[src/rtl/bwd_pkg.sv]
// Shared types for the bus wake-up detector.
// Assumes: nothing beyond a synchronous design.
package bwd_pkg;
    // Bus qualifier states: waiting for a fall, counting a low run, armed for a rise.
    typedef enum logic [1:0] {
        QS_IDLE = 2'd0,
        QS_LOW  = 2'd1,
        QS_QUAL = 2'd2
    } qual_state_t;
endpackage

[src/rtl/bwd_sync.sv]
// Two-flop synchronizer for a vector of asynchronous levels.
// Assumes: each bit is an independent slow level; RST_VAL gives idle levels.
module bwd_sync #(
    parameter int          WIDTH   = 1,
    parameter logic [WIDTH-1:0] RST_VAL = '0
) (
    input  logic             clk,
    input  logic             rst_n,
    input  logic [WIDTH-1:0] d,
    output logic [WIDTH-1:0] q
);
    logic [WIDTH-1:0] stage1;

    // Two register stages bring the inputs into the clock domain.
    always_ff @(posedge clk) begin
        if (!rst_n) begin
            stage1 <= RST_VAL;
            q      <= RST_VAL;
        end else begin
            stage1 <= d;
            q      <= stage1;
        end
    end
endmodule

[src/rtl/bwd_cs_filter.sv]
// Glitch filter for synchronized chip select. The filtered level follows the
// input only after the input has differed from it for FILT_CYC consecutive
// samples. rise_o marks the cycle in which a high level is accepted.
// Assumes: FILT_CYC >= 2; level_i is already synchronized.
module bwd_cs_filter #(
    parameter int FILT_CYC = 500
) (
    input  logic clk,
    input  logic rst_n,
    input  logic level_i,
    output logic rise_o
);
    localparam int FW = $clog2(FILT_CYC);
    localparam logic [FW-1:0] LAST = FW'(FILT_CYC - 1);

    logic          filt;
    logic [FW-1:0] run;
    logic          accept;

    // Acceptance happens on the last sample of a full disagreeing run.
    always_comb begin
        accept = (level_i != filt) && (run == LAST);
        rise_o = accept && level_i;
    end

    // Count the disagreeing run and update the filtered level.
    always_ff @(posedge clk) begin
        if (!rst_n) begin
            filt <= 1'b0;
            run  <= '0;
        end else if (level_i == filt) begin
            run <= '0;
        end else if (accept) begin
            filt <= level_i;
            run  <= '0;
        end else begin
            run <= run + 1'b1;
        end
    end

    // A rising filtered level must come from a high input sample.
    assert_cs_accept_R8: assert property (@(posedge clk) disable iff (!rst_n)
        $rose(filt) |-> $past(level_i))
        else $error("filtered chip select rose without a high input");
endmodule

[src/rtl/bwd_bus_qual.sv]
// Bus-level wake qualifier. Counts a low run that starts with a high-to-low
// transition. Variant 0 hits when the run reaches DEB_A_CYC. Variant 1 arms
// at DEB_B_CYC and hits on the next rise. A run that ends early is discarded.
// Assumes: bus_i is synchronized; both debounce counts are >= 2.
module bwd_bus_qual
    import bwd_pkg::*;
#(
    parameter int DEB_A_CYC = 500,
    parameter int DEB_B_CYC = 3500
) (
    input  logic clk,
    input  logic rst_n,
    input  logic arm_i,
    input  logic var_i,
    input  logic bus_i,
    output logic hit_o
);
    localparam int DEB_MAX = (DEB_A_CYC > DEB_B_CYC) ? DEB_A_CYC : DEB_B_CYC;
    localparam int CW      = $clog2(DEB_MAX + 1);
    localparam logic [CW-1:0] DEB_A_W = CW'(DEB_A_CYC);
    localparam logic [CW-1:0] DEB_B_W = CW'(DEB_B_CYC);

    qual_state_t   st, st_n;
    logic [CW-1:0] cnt, cnt_n;
    logic [CW-1:0] deb;
    logic          bus_prev;

    // Next-state logic for the low-run qualifier.
    always_comb begin
        deb   = var_i ? DEB_B_W : DEB_A_W;
        hit_o = 1'b0;
        st_n  = st;
        cnt_n = cnt;
        if (!arm_i) begin
            st_n  = QS_IDLE;
            cnt_n = '0;
        end else begin
            case (st)
                QS_IDLE: if (bus_prev && !bus_i) begin
                    st_n  = QS_LOW;
                    cnt_n = CW'(1);
                end
                QS_LOW: if (bus_i) begin
                    st_n  = QS_IDLE;
                    cnt_n = '0;
                end else if ((cnt + 1'b1) >= deb) begin
                    cnt_n = '0;
                    if (var_i) begin
                        st_n = QS_QUAL;
                    end else begin
                        hit_o = 1'b1;
                        st_n  = QS_IDLE;
                    end
                end else begin
                    cnt_n = cnt + 1'b1;
                end
                QS_QUAL: if (bus_i) begin
                    hit_o = 1'b1;
                    st_n  = QS_IDLE;
                end
                default: begin
                    st_n  = QS_IDLE;
                    cnt_n = '0;
                end
            endcase
        end
    end

    // State, run counter and previous bus sample.
    always_ff @(posedge clk) begin
        if (!rst_n) begin
            st       <= QS_IDLE;
            cnt      <= '0;
            bus_prev <= 1'b1;
        end else begin
            st       <= st_n;
            cnt      <= cnt_n;
            bus_prev <= bus_i;
        end
    end

    // A hit from the counting state happens with the bus still low.
    assert_level_hit_R3: assert property (@(posedge clk) disable iff (!rst_n)
        (st == QS_LOW && hit_o) |-> !bus_i)
        else $error("level hit with bus high");

    // A hit from the armed state happens exactly on a low-to-high step.
    assert_rise_hit_R5: assert property (@(posedge clk) disable iff (!rst_n)
        (st == QS_QUAL && hit_o) |-> (bus_i && !bus_prev))
        else $error("rise hit without a rising bus");

    // The armed state is only held while the bus stays low.
    assert_qual_low_R6: assert property (@(posedge clk) disable iff (!rst_n)
        (st == QS_QUAL) |-> !bus_prev)
        else $error("armed state entered from a high bus");
endmodule

[src/rtl/bus_wake_detector.sv]
// Top of the bus wake-up detector. Synchronizes the bus, wake pin and chip
// select, qualifies each wake source, and registers a one-cycle request.
// After a request the block holds off until arm_en drops and returns.
// Assumes: arm_en and variant_sel are synchronous to clk.
module bus_wake_detector #(
    parameter int DEB_A_CYC   = 500,
    parameter int DEB_B_CYC   = 3500,
    parameter int CS_FILT_CYC = 500
) (
    input  logic clk,
    input  logic rst_n,
    input  logic bus_in,
    input  logic wake_n,
    input  logic cs_in,
    input  logic arm_en,
    input  logic variant_sel,
    output logic wake_req
);
    logic [2:0] sync_q;
    logic       bus_s, wk_s, cs_s;
    logic       wk_prev;
    logic       bus_hit, cs_rise, wk_fall;
    logic       fire;
    logic       fired;

    bwd_sync #(.WIDTH(3), .RST_VAL(3'b110)) u_sync (
        .clk   (clk),
        .rst_n (rst_n),
        .d     ({bus_in, wake_n, cs_in}),
        .q     (sync_q)
    );

    // Split the synchronized vector into named levels.
    always_comb begin
        bus_s = sync_q[2];
        wk_s  = sync_q[1];
        cs_s  = sync_q[0];
    end

    bwd_bus_qual #(.DEB_A_CYC(DEB_A_CYC), .DEB_B_CYC(DEB_B_CYC)) u_qual (
        .clk   (clk),
        .rst_n (rst_n),
        .arm_i (arm_en),
        .var_i (variant_sel),
        .bus_i (bus_s),
        .hit_o (bus_hit)
    );

    bwd_cs_filter #(.FILT_CYC(CS_FILT_CYC)) u_csf (
        .clk     (clk),
        .rst_n   (rst_n),
        .level_i (cs_s),
        .rise_o  (cs_rise)
    );

    // Combine the wake sources under the arm and hold-off gates.
    always_comb begin
        wk_fall = wk_prev && !wk_s;
        fire    = arm_en && !fired && (bus_hit || wk_fall || cs_rise);
    end

    // Register the request, the hold-off flag and the previous wake pin level.
    always_ff @(posedge clk) begin
        if (!rst_n) begin
            wake_req <= 1'b0;
            fired    <= 1'b0;
            wk_prev  <= 1'b1;
        end else begin
            wake_req <= fire;
            fired    <= arm_en && (fired || fire);
            wk_prev  <= wk_s;
        end
    end

    assert_disarmed_quiet_R1: assert property (@(posedge clk) disable iff (!rst_n)
        !arm_en |=> !wake_req)
        else $error("request while disarmed");

    assert_one_cycle_R2: assert property (@(posedge clk) disable iff (!rst_n)
        wake_req |=> !wake_req)
        else $error("request wider than one cycle");

    assert_hold_off_R10: assert property (@(posedge clk) disable iff (!rst_n)
        (fired && arm_en) |=> !wake_req)
        else $error("second request before re-arm");
endmodule

[config.mk]
export PLATFORM = sky130hd
export DESIGN_NAME = bus_wake_detector
export DESIGN_NICKNAME = d
export VERILOG_FILES = /design/src/rtl/bwd_pkg.sv /design/src/rtl/bwd_sync.sv /design/src/rtl/bwd_cs_filter.sv /design/src/rtl/bwd_bus_qual.sv /design/src/rtl/bus_wake_detector.sv
export SDC_FILE = /design/constraint.sdc
export NUM_CORES = 1
export LEC_CHECK = 0
export ABC_CLOCK_PERIOD_IN_PS = 4200
export BUFFER_PORTS_ARGS = -buffer_cell sky130_fd_sc_hd__clkbuf_2
export CAP_MARGIN = 20
export CORE_MARGIN = 4
export CORE_UTILIZATION = 55
export CTS_BUF_LIST = sky130_fd_sc_hd__clkbuf_2
export DETAILED_ROUTE_END_ITERATION = 12
export PLACE_DENSITY = 0.79
export SYNTH_ARGS = -nofsm -noshare
export SYNTH_HDL_FRONTEND = slang
export SYNTH_SLANG_ARGS = --single-unit
[constraint.sdc]
create_clock -name clk -period 4.2 [get_ports clk]
set_input_delay 0.21 -clock clk [delete_from_list [all_inputs] [get_ports clk]]
set_output_delay 0.21 -clock clk [all_outputs]
set_load 0.005 [all_outputs]
==> impl_metrics.py, run 1 <==
metrics = {
    "power": {
        "vdd_drop_max_mv": 0.2611,
        "leakagePower_uw": 0.0006752,
        "powerDensity_mw_per_mm2": 268.1,
        "fin_total_pwr_uw": 513.5,
    },
    "layout": {
        "drive_gt1_frac": 0.1045,
        "diodes": 0,
        "finalNetCount": 236,
        "fin_util": 0.6173,
        "syn_to_final_growth_pct": 6.320,
    },
    "detailed_routing": {
        "drt.antenna.violating_nets": 0,
        "drt-initial-drc-count": 87,
        "dr_total_vias": 1491,
        "routed_wl_microns": 3607,
        "viasPerCell": 5.648,
        "drcViolationCount": 0,
        "routedWlPerCell_microns": 13.66,
        "drtPass1Iterations": 4,
    },
    "cts": {
        "cts_sinks": 34,
        "cts_buffers": 5,
        "clk_latency_ps": 380,
        "clk_path_buf_depth": 2,
        "path_clk_slew_ps": 180,
        "root_buffer": "clkbuf_2",
        "cts_tree": "built",
        "post_cts_resized": 0,
        "cts.htree.levels": 2,
    },
    "critical_path": {
        "cp-endpoint": "u_qual.cnt[8]",
        "end_kind": "flip-flop",
        "arrival_ps": 3870,
        "crit_top_cell": "nand3_1",
        "r2r_slack_ps": 650,
        "critPathLaunchType": "flip-flop",
        "critical_path.cell_chain": "nand4_1, nor3_2, nand3_1, xnor2_1, ha_1, a21oi_1, nand2_1, a311oi_1, nand3_1, o22ai_1",
        "r2r_cells": 10,
        "r2r_start": "u_qual.cnt[3]",
        "cpPeakStageDelay_ps": 840,
        "cp_max_fo": 8,
        "crit_buf_inv": 0,
        "critPathKind": "reg2reg",
        "cp-startpoint": "u_qual.cnt[3]",
        "cp_top_family": "compound AO/OA/AOI/OAI gates",
        "crit_required_ps": 4520,
        "reg2reg_to": "u_qual.cnt[8]",
        "cp.depth": 10,
        "slowest_stage": "a311oi_1",
    },
    "place": {
        "gp_congestion": 0.8451,
        "place_hpwl_microns": 2450,
        "port_buffers": 7,
    },
    "logic_synthesis": {
        "synthCells": 209,
        "yosysTopAreaCell": "dfxtp_1",
        "synth.most_common_cell": "dfxtp_1",
        "synth_commonest_cells": "dfxtp_1 (34), nand2_1 (23), nor2_1 (17)",
        "postSynth.asyncResetShare": 0,
        "ys_types": 42,
        "syn_area_sq_mm": 0.001802,
        "ys_seq_elements": 34,
        "synthTopCellsByArea": "dfxtp_1 (38%), ha_1 (6.9%), nand2_1 (4.8%), xor2_1 (4.4%), nand3_1 (4.2%)",
        "syn_avg_cell_area_sq_um": 8.621,
        "synth_top_cell_area_share": 0.3778,
        "synthFlopType": "dfxtp_1",
        "yosysSeqAreaShare": 0.3778,
        "ys_warn_count": 0,
        "syn_nets": 226,
        "synth_edf_count": 0,
    },
    "sta": {
        "relSlewSlack": 0.3220,
        "setup_violations": 0,
        "rsz0062_at_grt": "no",
        "fin_worst_skew_ps": 16.58,
        "worstMarginPinSlew_ps": 1010,
        "tns_ps": 0,
        "hold_violations": 0,
        "period_minus_slack_ps": 3551,
        "slew_violations": 0,
        "finalCritPeriodShare": 0.8456,
        "clock.fmax_mhz": 281.6,
    },
    "floorplanning": {
        "start_util": 0.5806,
        "num_rows": 20,
        "core_sq_mm": 0.003103,
        "die_w_microns": 65.24,
        "die_y_microns": 65.24,
        "die_area_sq_mm": 0.004256,
        "io_pins": 8,
    },
    "run_status": {
        "status": "finished clean",
    },
    "global_route": {
        "grt_max_degree": 19,
        "grt_usage": 0.1906,
        "grt_antenna_before_repair": 0,
        "overflow": 0,
        "grt_pass1_vias": 1455,
        "grt_pass1_wl_microns": 6348,
    },
    "hold_path": {
        "hp-class": "in2reg",
    },
    "job": {
        "maxCapViolations": 0,
    },
}
-- per-layer routing --
| layer | part of all wire | GRT usage | vias up |
|---|---|---|---|
| met1 | 0.45 | 0.2357 | 679 |
| met4 | 0.018 | 0.08808 | 0 |
| met3 | 0.053 | 0.04786 | 7 |
| met2 | 0.47 | 0.3097 | 45 |
| li1 | - | - | 760 |
| met5 | 0 | 0 | - |
-- cells by family after synthesis --
| logic type | count (synthesis) | synth area share |
|---|---|---|
| adder cells (fa/ha/maj) | 10 | 0.06944 |
| AO/OA/AOI/OAI | 37 | 0.1521 |
| AND/OR/NAND/NOR | 90 | 0.2618 |
| flip-flops | 34 | 0.3778 |
| buffers and inverters | 20 | 0.04861 |
| multiplexers | 4 | 0.02222 |
| XOR/XNOR | 14 | 0.06806 |
-- how the worst min path moves through the flow --
stage                                start  cells past startpoint  slack, ps               end
after floorplan                     wake_n                      1        310  u_sync.stage1[1]
after global placement    u_sync.stage1[1]                      1        390       u_sync.q[1]
after detailed placement            bus_in                      2        400  u_sync.stage1[2]
after CTS                            cs_in                      2         30  u_sync.stage1[0]
after global routing                 cs_in                      2         30  u_sync.stage1[0]
final                                cs_in                      2         50  u_sync.stage1[0]
-- sequential cells by signal, indices dropped and copies added, names as in the netlist --
name and flops:
u_qual.cnt 12, u_csf.run 9, u_sync.q 3, u_sync.stage1 3, u_qual.st 2, fired 1
u_csf.filt 1, u_qual.bus_prev 1, wake_req 1, wk_prev 1
-- power breakdown --
group          total (uW)  leakage (uW)  switching (uW)  internal, uW
Sequential            330      0.000276            2.89           327
Clock                 152     0.0000304             111          40.9
Combinational        31.5      0.000369            19.8          11.6
Total                 513      0.000675             133           380
-- per-stage QoR --
stage | worst slack (ps) | instance area [sq um] | instances | hold slack (ps)
6_report | 648.6 | 1916 | 264 | 45.83
3_5_place_dp | 855.0 | 1857 | 254 | 398.3
2_1_floorplan | 1265 | 1802 | 209 | 311.5
3_3_place_gp | 1003 | 1857 | 254 | 388.6
4_1_cts | 787.9 | 1916 | 264 | 29.53
5_1_grt | 461.5 | 1916 | 264 | 31.10
-- layout by cell type, fill, tap and decap left out, types with 2 or more instances in the layout --
cell type,synthesis,layout
xor2_1,9,9
a311oi_1,2,2
or2_2,2,2
nand3_1,15,15
nor2b_1,3,3
o22ai_1,4,4
a31oi_1,7,7
dlygate4sd3_1,0,2
dfxtp_1,34,34
xnor2_1,5,5
nor2_1,17,17
clkbuf_2,1,13
o21ai_0,4,4
and2_1,4,4
nand2b_1,7,7
mux2i_1,4,4
nand2_1,23,23
inv_1,14,14
nand4_1,10,10
ha_1,10,10
a21oi_1,10,10
-- final cells by class --
cell class                 count  area, sq um
clock buffer                   6        30.03
clock inverter                 2        8.758
fill                         277         1187
inverter                      14        52.55
multi-input combinational    155         1033
sequential                    34        680.7
tap                           44        55.05
timing repair buffer           9        55.05
-- timing repair --
action / in CTS / in global routing
endpoints found under the hold margin: 2 / 0
setup buffers: 0 / 0
endpoints found under the setup margin: 0 / 0
hold buffers: 2 / 0
-- worst register-to-register path: cells and delay by family (launching register included) --
family,cells,cell delay (ps)
xor+xnor,1,200
flops,1,430
simple gates,5,1120
fa+ha+maj,1,350
compound gates,3,1390
(Power assumes the default switching activity.)
==> run 2, diff against run 1 <==
- ABC_AREA: unset -> 1
- ABC_CLOCK_PERIOD_IN_PS: 4200 -> 3250
- PLACE_DENSITY: 0.79 -> 0.82
- clock period: 4.2 -> 3.25 ns (I/O delays scaled with it)
==> run 2 against run 1 <==
  * Largest power group unchanged
  * Critical path type unchanged
  * Flip-flop and latch count unchanged
  * Sequential share of layout area down 1.3 points
  * Sequential power up 30%
  * Fmax up 41%
  * Routed wire length down 14%
  * Cell area up 3.7%
==> impl_metrics.py, run 2 <==
metrics = {
    "floorplanning": {
        "die_y_microns": 65.10,
        "die_area_sq_mm": 0.004237,
        "core_sq_mm": 0.003078,
        "die_w_microns": 65.10,
        "io_pins": 8,
        "start_util": 0.5825,
        "num_rows": 20,
    },
    "sta": {
        "finalCritPeriodShare": 0.7724,
        "rsz0062_at_grt": "no",
        "worst_slack_ps": 739.8,
        "clock.fmax_mhz": 398.4,
        "hold_violations": 0,
        "worstMarginPinSlew_ps": 542.1,
        "tns_ps": 0,
        "relSlewSlack": 0.6377,
        "setup_violations": 0,
        "period_minus_slack_ps": 2510,
        "slew_violations": 0,
        "fin_worst_skew_ps": 19.06,
    },
    "critical_path": {
        "end_kind": "flip-flop",
        "arrival_ps": 2830,
        "cp_max_fo": 11,
        "crit_required_ps": 3570,
        "critPathKind": "reg2reg",
        "critPathLaunchType": "flip-flop",
    },
    "detailed_routing": {
        "dr_total_vias": 1504,
        "routed_wl_microns": 3089,
        "drt-initial-drc-count": 116,
        "drcViolationCount": 0,
        "routedWlPerCell_microns": 9.869,
        "drt.antenna.violating_nets": 0,
        "drtPass1Iterations": 4,
        "viasPerCell": 4.805,
    },
    "layout": {
        "reg.largest.list": "u_qual.cnt x12, u_csf.run x9",
        "nFillCells": 280,
        "fin_cells": 313,
        "final_cell_mix": "nand2_1 (62), inv_1 (42), dfxtp_1 (34)",
        "syn_to_final_growth_pct": 10.82,
        "final_common_cell": "nand2_1",
        "max_flop_register": "u_qual.cnt",
        "diodes": 0,
        "drive_gt1_frac": 0.1338,
        "finalNetCount": 285,
        "largest_reg_flops": 12,
    },
    "logic_synthesis": {
        "postSynth.asyncResetShare": 0,
        "ys_seq_elements": 34,
        "synthCells": 255,
        "syn_nets": 272,
        "synth_edf_count": 0,
        "synthFlopType": "dfxtp_1",
        "syn_area_sq_mm": 0.001793,
        "synthTopCellsByArea": "dfxtp_1 (38%), nand2_1 (13%), inv_1 (8.8%), ha_1 (7.0%), nand3_1 (6.4%)",
        "yosysTopAreaCell": "dfxtp_1",
        "yosysSeqAreaShare": 0.3796,
        "syn_avg_cell_area_sq_um": 7.031,
        "synth_commonest_cells": "nand2_1 (62), inv_1 (42), dfxtp_1 (34)",
        "ys_types": 28,
        "synth.most_common_cell": "nand2_1",
        "ys_warn_count": 0,
        "synth_top_cell_area_share": 0.3796,
    },
    "place": {
        "port_buffers": 7,
        "place_ws_ps": 758.9,
        "place_hpwl_microns": 2204,
        "post-place-cells": 302,
        "gp_congestion": 0.8890,
    },
    "global_route": {
        "grt_pass1_vias": 1413,
        "grt_max_degree": 15,
        "overflow": 0,
        "grt_antenna_before_repair": 0,
        "grt_pass1_wl_microns": 5727,
        "grt_usage": 0.1722,
    },
    "run_status": {
        "status": "finished clean",
    },
    "power": {
        "vdd_drop_max_mv": 0.3584,
        "powerDensity_mw_per_mm2": 422.8,
        "leakagePower_uw": 0.0009078,
    },
    "cts": {
        "clk_latency_ps": 380,
        "root_buffer": "clkbuf_2",
        "cts_setup_buffers": 0,
        "cts_buffers": 5,
        "clk_path_buf_depth": 2,
        "path_clk_slew_ps": 190,
        "cts_sinks": 34,
        "cts.htree.levels": 2,
        "cts_tree": "built",
    },
    "job": {
        "maxCapViolations": 0,
    },
    "hold_path": {
        "hp-class": "in2reg",
    },
}
[run 2: cell types whose count changed after synthesis, sizes merged, moves of 7 or more]
cell,change
inv,+31
nand2b,-7
nand3,+9
nand2,+42
a31oi,-8
a21oi,+12
[run 2: layer usage]
metal	part of all wire	track usage	up-vias
met4	0.012	0.05440	0
li1	-	-	817
met2	0.45	0.2925	25
met5	0	0	-
met3	0.047	0.05128	4
met1	0.49	0.2092	658
[run 2: final cells by class]
| cell class | count | area (sq um) | share of cell area |
|---|---|---|---|
| clock buffers | 5 | 25.02 | 0.01259 |
| clock inverters | 3 | 68.82 | 0.03463 |
| inverters | 46 | 172.7 | 0.08690 |
| multi-input cells | 170 | 912.1 | 0.4591 |
| flip-flops and latches | 34 | 680.7 | 0.3426 |
| well taps | 44 | 55.05 | 0.02771 |
| repair buffers | 11 | 72.57 | 0.03652 |
[run 2: cell families after synthesis]
logic type,count (synthesis),synth area share
AND/OR/NAND/NOR,128,0.3308
buffers and inverters,51,0.1116
flip-flops,34,0.3796
AO/OA/AOI/OAI,24,0.06908
adder cells (fa/ha/maj),10,0.06978
XOR/XNOR,8,0.03908
[run 2: worst max-delay path, cell delays in order (launching register included)]
cell and delay (ps):
dfxtp_1 420, ha_1 220, nand2_1 110, nor2_2 130, nand2_1 90, nor2_1 100, nand2_1 70, xor2_1 140
inv_1 70, ha_1 260, nand2_1 60, inv_1 40, nand3_1 70, nand2_1 50, inv_1 90, nand3_2 110
inv_2 190, nand4_1 110, a21oi_1 140
[run 2: path summary, 6_finish.rpt]
path | start | endpoint | depth (start not counted) | slack [ps]
worst max-delay path | u_qual.cnt[0] | u_qual.cnt[2] | 18 | 740
worst min-delay path | rst_n | wk_prev | 2 | 30
worst max register to register | u_qual.cnt[0] | u_qual.cnt[2] | 18 | 740
worst min register to register | u_sync.stage1[0] | u_sync.q[0] | 2 | 430
[run 2: where the power goes]
part           internal [uW]  total (uW)  switching, uW
Clock                    209         358            150
Combinational           18.6        53.7           35.1
Sequential               424         428           3.63
[run 2: what timing repair did]
| item | in CTS | in global routing |
|---|---|---|
| endpoints found under the hold margin | 3 | 0 |
| gates resized for setup | 0 | 0 |
| hold buffers | 3 | 0 |
[run 2: per-stage QoR]
stage / cell area, sq um / utilization / total power (uW) / hold slack (ps)
after global placement: 1863 / 0.6053 / 486.4 / 349.2
after global routing: 1987 / 0.6455 / 873.1 / 35.36
after floorplan: 1793 / - / 472.4 / 260.1
after CTS: 1987 / 0.6455 / 847.1 / 17.08
after detailed placement: 1863 / 0.6053 / 487.7 / 349.9
final: 1987 / 0.6455 / 840.0 / 29.70
==> run 3, diff against run 2 <==
- ABC_AREA: 1 -> 0
- ABC_CLOCK_PERIOD_IN_PS: 3250 -> 2500
- PLACE_DENSITY: 0.82 -> 0.79
- clock period: 3.25 -> 2.5 ns (I/O delays scaled with it)
==> run 3 against run 2 <==
  * Flip-flop and latch count unchanged
  * Clock power rose by 1%
  * The run now ends with negative setup slack left
  * Critical path type unchanged
  * Critical path depth fell by 9
  * Final cell count fell by 7.3%
  * Cell area is 15% higher
  * Global-route usage up 2.4 points
  * Utilization grew 9.2 points
  * Total power is 17% higher
  * Highest routed layer unchanged
==> impl_metrics.py, run 3 (synthesized netlist as in run 1, its figures left out) <==
metrics = {
    "hold_path": {
        "hold_depth": 2,
        "hp-start": "rst_n",
        "hp-class": "in2reg",
        "whs_endpoint": "u_sync.stage1[2]",
    },
    "critical_path": {
        "end_kind": "flip-flop",
        "cp_max_fo": 5,
        "cpPeakStageDelay_ps": 390,
        "arrival_ps": 2880,
        "r2r_slack_ps": -50,
        "crit_required_ps": 2830,
        "critPathKind": "reg2reg",
        "r2r_cells": 9,
        "critPathLaunchType": "flip-flop",
        "r2r_start": "u_qual.cnt[6]",
        "crit_buf_inv": 1,
        "slowest_stage": "dfxtp_2",
        "cp_top_family": "simple AND/OR/NAND/NOR gates",
        "critical_path.cell_chain": "nand4_1, or2_4, nor2_1, xor2_1, ha_4, a311oi_4, buf_4, a31oi_1, o22ai_1",
        "reg2reg_to": "u_qual.cnt[8]",
    },
    "layout": {
        "largest_reg_flops": 12,
        "final_common_cell": "dfxtp_1",
        "reg.largest.list": "u_qual.cnt x12, u_csf.run x9",
        "max_flop_register": "u_qual.cnt",
        "final_cell_mix": "dfxtp_1 (28), nand2_1 (22), buf_4 (20)",
        "syn_to_final_growth_pct": 26.94,
        "final_area_sq_mm": 0.002287,
        "drive_gt1_frac": 0.2642,
        "diodes": 0,
        "finalNetCount": 262,
    },
    "global_route": {
        "grt_antenna_before_repair": 0,
        "overflow": 0,
        "grt_usage": 0.1961,
        "grt_pass1_wl_microns": 6582,
        "grt_pass1_vias": 1492,
        "grt_max_degree": 13,
    },
    "power": {
        "powerDensity_mw_per_mm2": 429.3,
        "leakagePower_uw": 0.0008863,
        "fin_total_pwr_uw": 981.8,
        "vdd_drop_max_mv": 0.4076,
    },
    "sta": {
        "setup_violations": 1,
        "rsz0062_at_grt": "yes",
        "period_minus_slack_ps": 2546,
        "hold_violations": 0,
        "slew_violations": 0,
        "fin_worst_skew_ps": 26.20,
        "relSlewSlack": 0.6520,
        "worstMarginPinSlew_ps": 520.8,
        "whs_ps": 15.27,
        "clock.fmax_mhz": 392.8,
        "finalCritPeriodShare": 1.018,
        "worst_slack_ps": -46.04,
    },
    "detailed_routing": {
        "drcViolationCount": 0,
        "dr_total_vias": 1639,
        "routed_wl_microns": 4200,
        "drt.antenna.violating_nets": 0,
        "drtPass1Iterations": 4,
        "drt-initial-drc-count": 157,
        "routedWlPerCell_microns": 14.48,
        "viasPerCell": 5.652,
    },
    "floorplanning": {
        "num_rows": 20,
        "die_y_microns": 65.24,
        "io_pins": 8,
        "die_w_microns": 65.24,
        "core_sq_mm": 0.003103,
        "die_area_sq_mm": 0.004256,
        "start_util": 0.5806,
    },
    "place": {
        "gp_congestion": 0.8710,
        "place_hpwl_microns": 2686,
        "post_dp_cell_area_sq_mm": 0.002058,
        "place_ws_ps": -27.53,
        "port_buffers": 7,
    },
    "cts": {
        "cts_sinks": 34,
        "clk_latency_ps": 400,
        "root_buffer": "clkbuf_2",
        "cts.htree.levels": 2,
        "cts_buffers": 5,
        "cts_tree": "built",
        "path_clk_slew_ps": 190,
        "clk_path_buf_depth": 2,
    },
    "job": {
        "maxCapViolations": 0,
    },
    "run_status": {
        "status": "finished, violations left",
        "violations": "negative setup slack",
    },
}
[run 3: worst max path at each step]
stage                             start       endpoint  slack, ps  depth (start not counted)
final                     u_qual.cnt[6]  u_qual.cnt[8]        -50                          9
after global routing      u_qual.cnt[1]  u_qual.cnt[8]       -120                         10
after CTS                 u_qual.cnt[5]  u_qual.cnt[8]          3                         11
after detailed placement  u_qual.cnt[0]  u_qual.cnt[8]        -30                         10
after global placement    u_qual.cnt[6]  u_qual.cnt[8]        -20                         11
after floorplan           u_qual.cnt[3]  u_qual.cnt[3]         20                         11
[run 3: metrics by stage]
stage | instances | util | TNS (ps)
3_5_place_dp | 273 | 0.6633 | -35.40
3_3_place_gp | 273 | 0.6633 | -22.01
5_1_grt | 290 | 0.7371 | -527.4
2_1_floorplan | 209 | - | 0
6_report | 290 | 0.7371 | -46.04
4_1_cts | 285 | 0.7020 | 0
[run 3: what timing repair did]
item | 4_1_cts | 5_1_grt
pin swaps | 2 | 8
resized for setup | 5 | 15
gates cloned | 0 | 1
buffers inserted | 1 | 4
hold buffers | 3 | 0
endpoints found under the hold margin | 3 | 0
endpoints found under the setup margin | 6 | 15
[run 3: report_power, final]
| group | switching (uW) | internal [uW] | leakage (uW) |
|---|---|---|---|
| clock network | 197 | 166 | 0.0000427 |
| registers | 4.40 | 550 | 0.000279 |
| logic | 39.3 | 25.4 | 0.000565 |
| total | 240 | 741 | 0.000886 |
[run 3: layout make-up]
type | instances | area [sq um]
Multi-Input combinational cell | 155 | 1152
Fill cell | 243 | 815.8
Sequential cell | 34 | 688.2
Timing Repair Buffer | 35 | 274.0
Tap cell | 44 | 55.05
Inverter | 14 | 52.55
Clock inverter | 3 | 40.04
Clock buffer | 5 | 25.02
[run 3: layer usage]
| layer | vias up | share of wire | track usage |
|---|---|---|---|
| met5 | - | 0 | 0 |
| met4 | 0 | 0.027 | 0.07254 |
| met3 | 13 | 0.038 | 0.04786 |
| met2 | 47 | 0.51 | 0.3173 |
| met1 | 769 | 0.42 | 0.2521 |
| li1 | 810 | - | - |
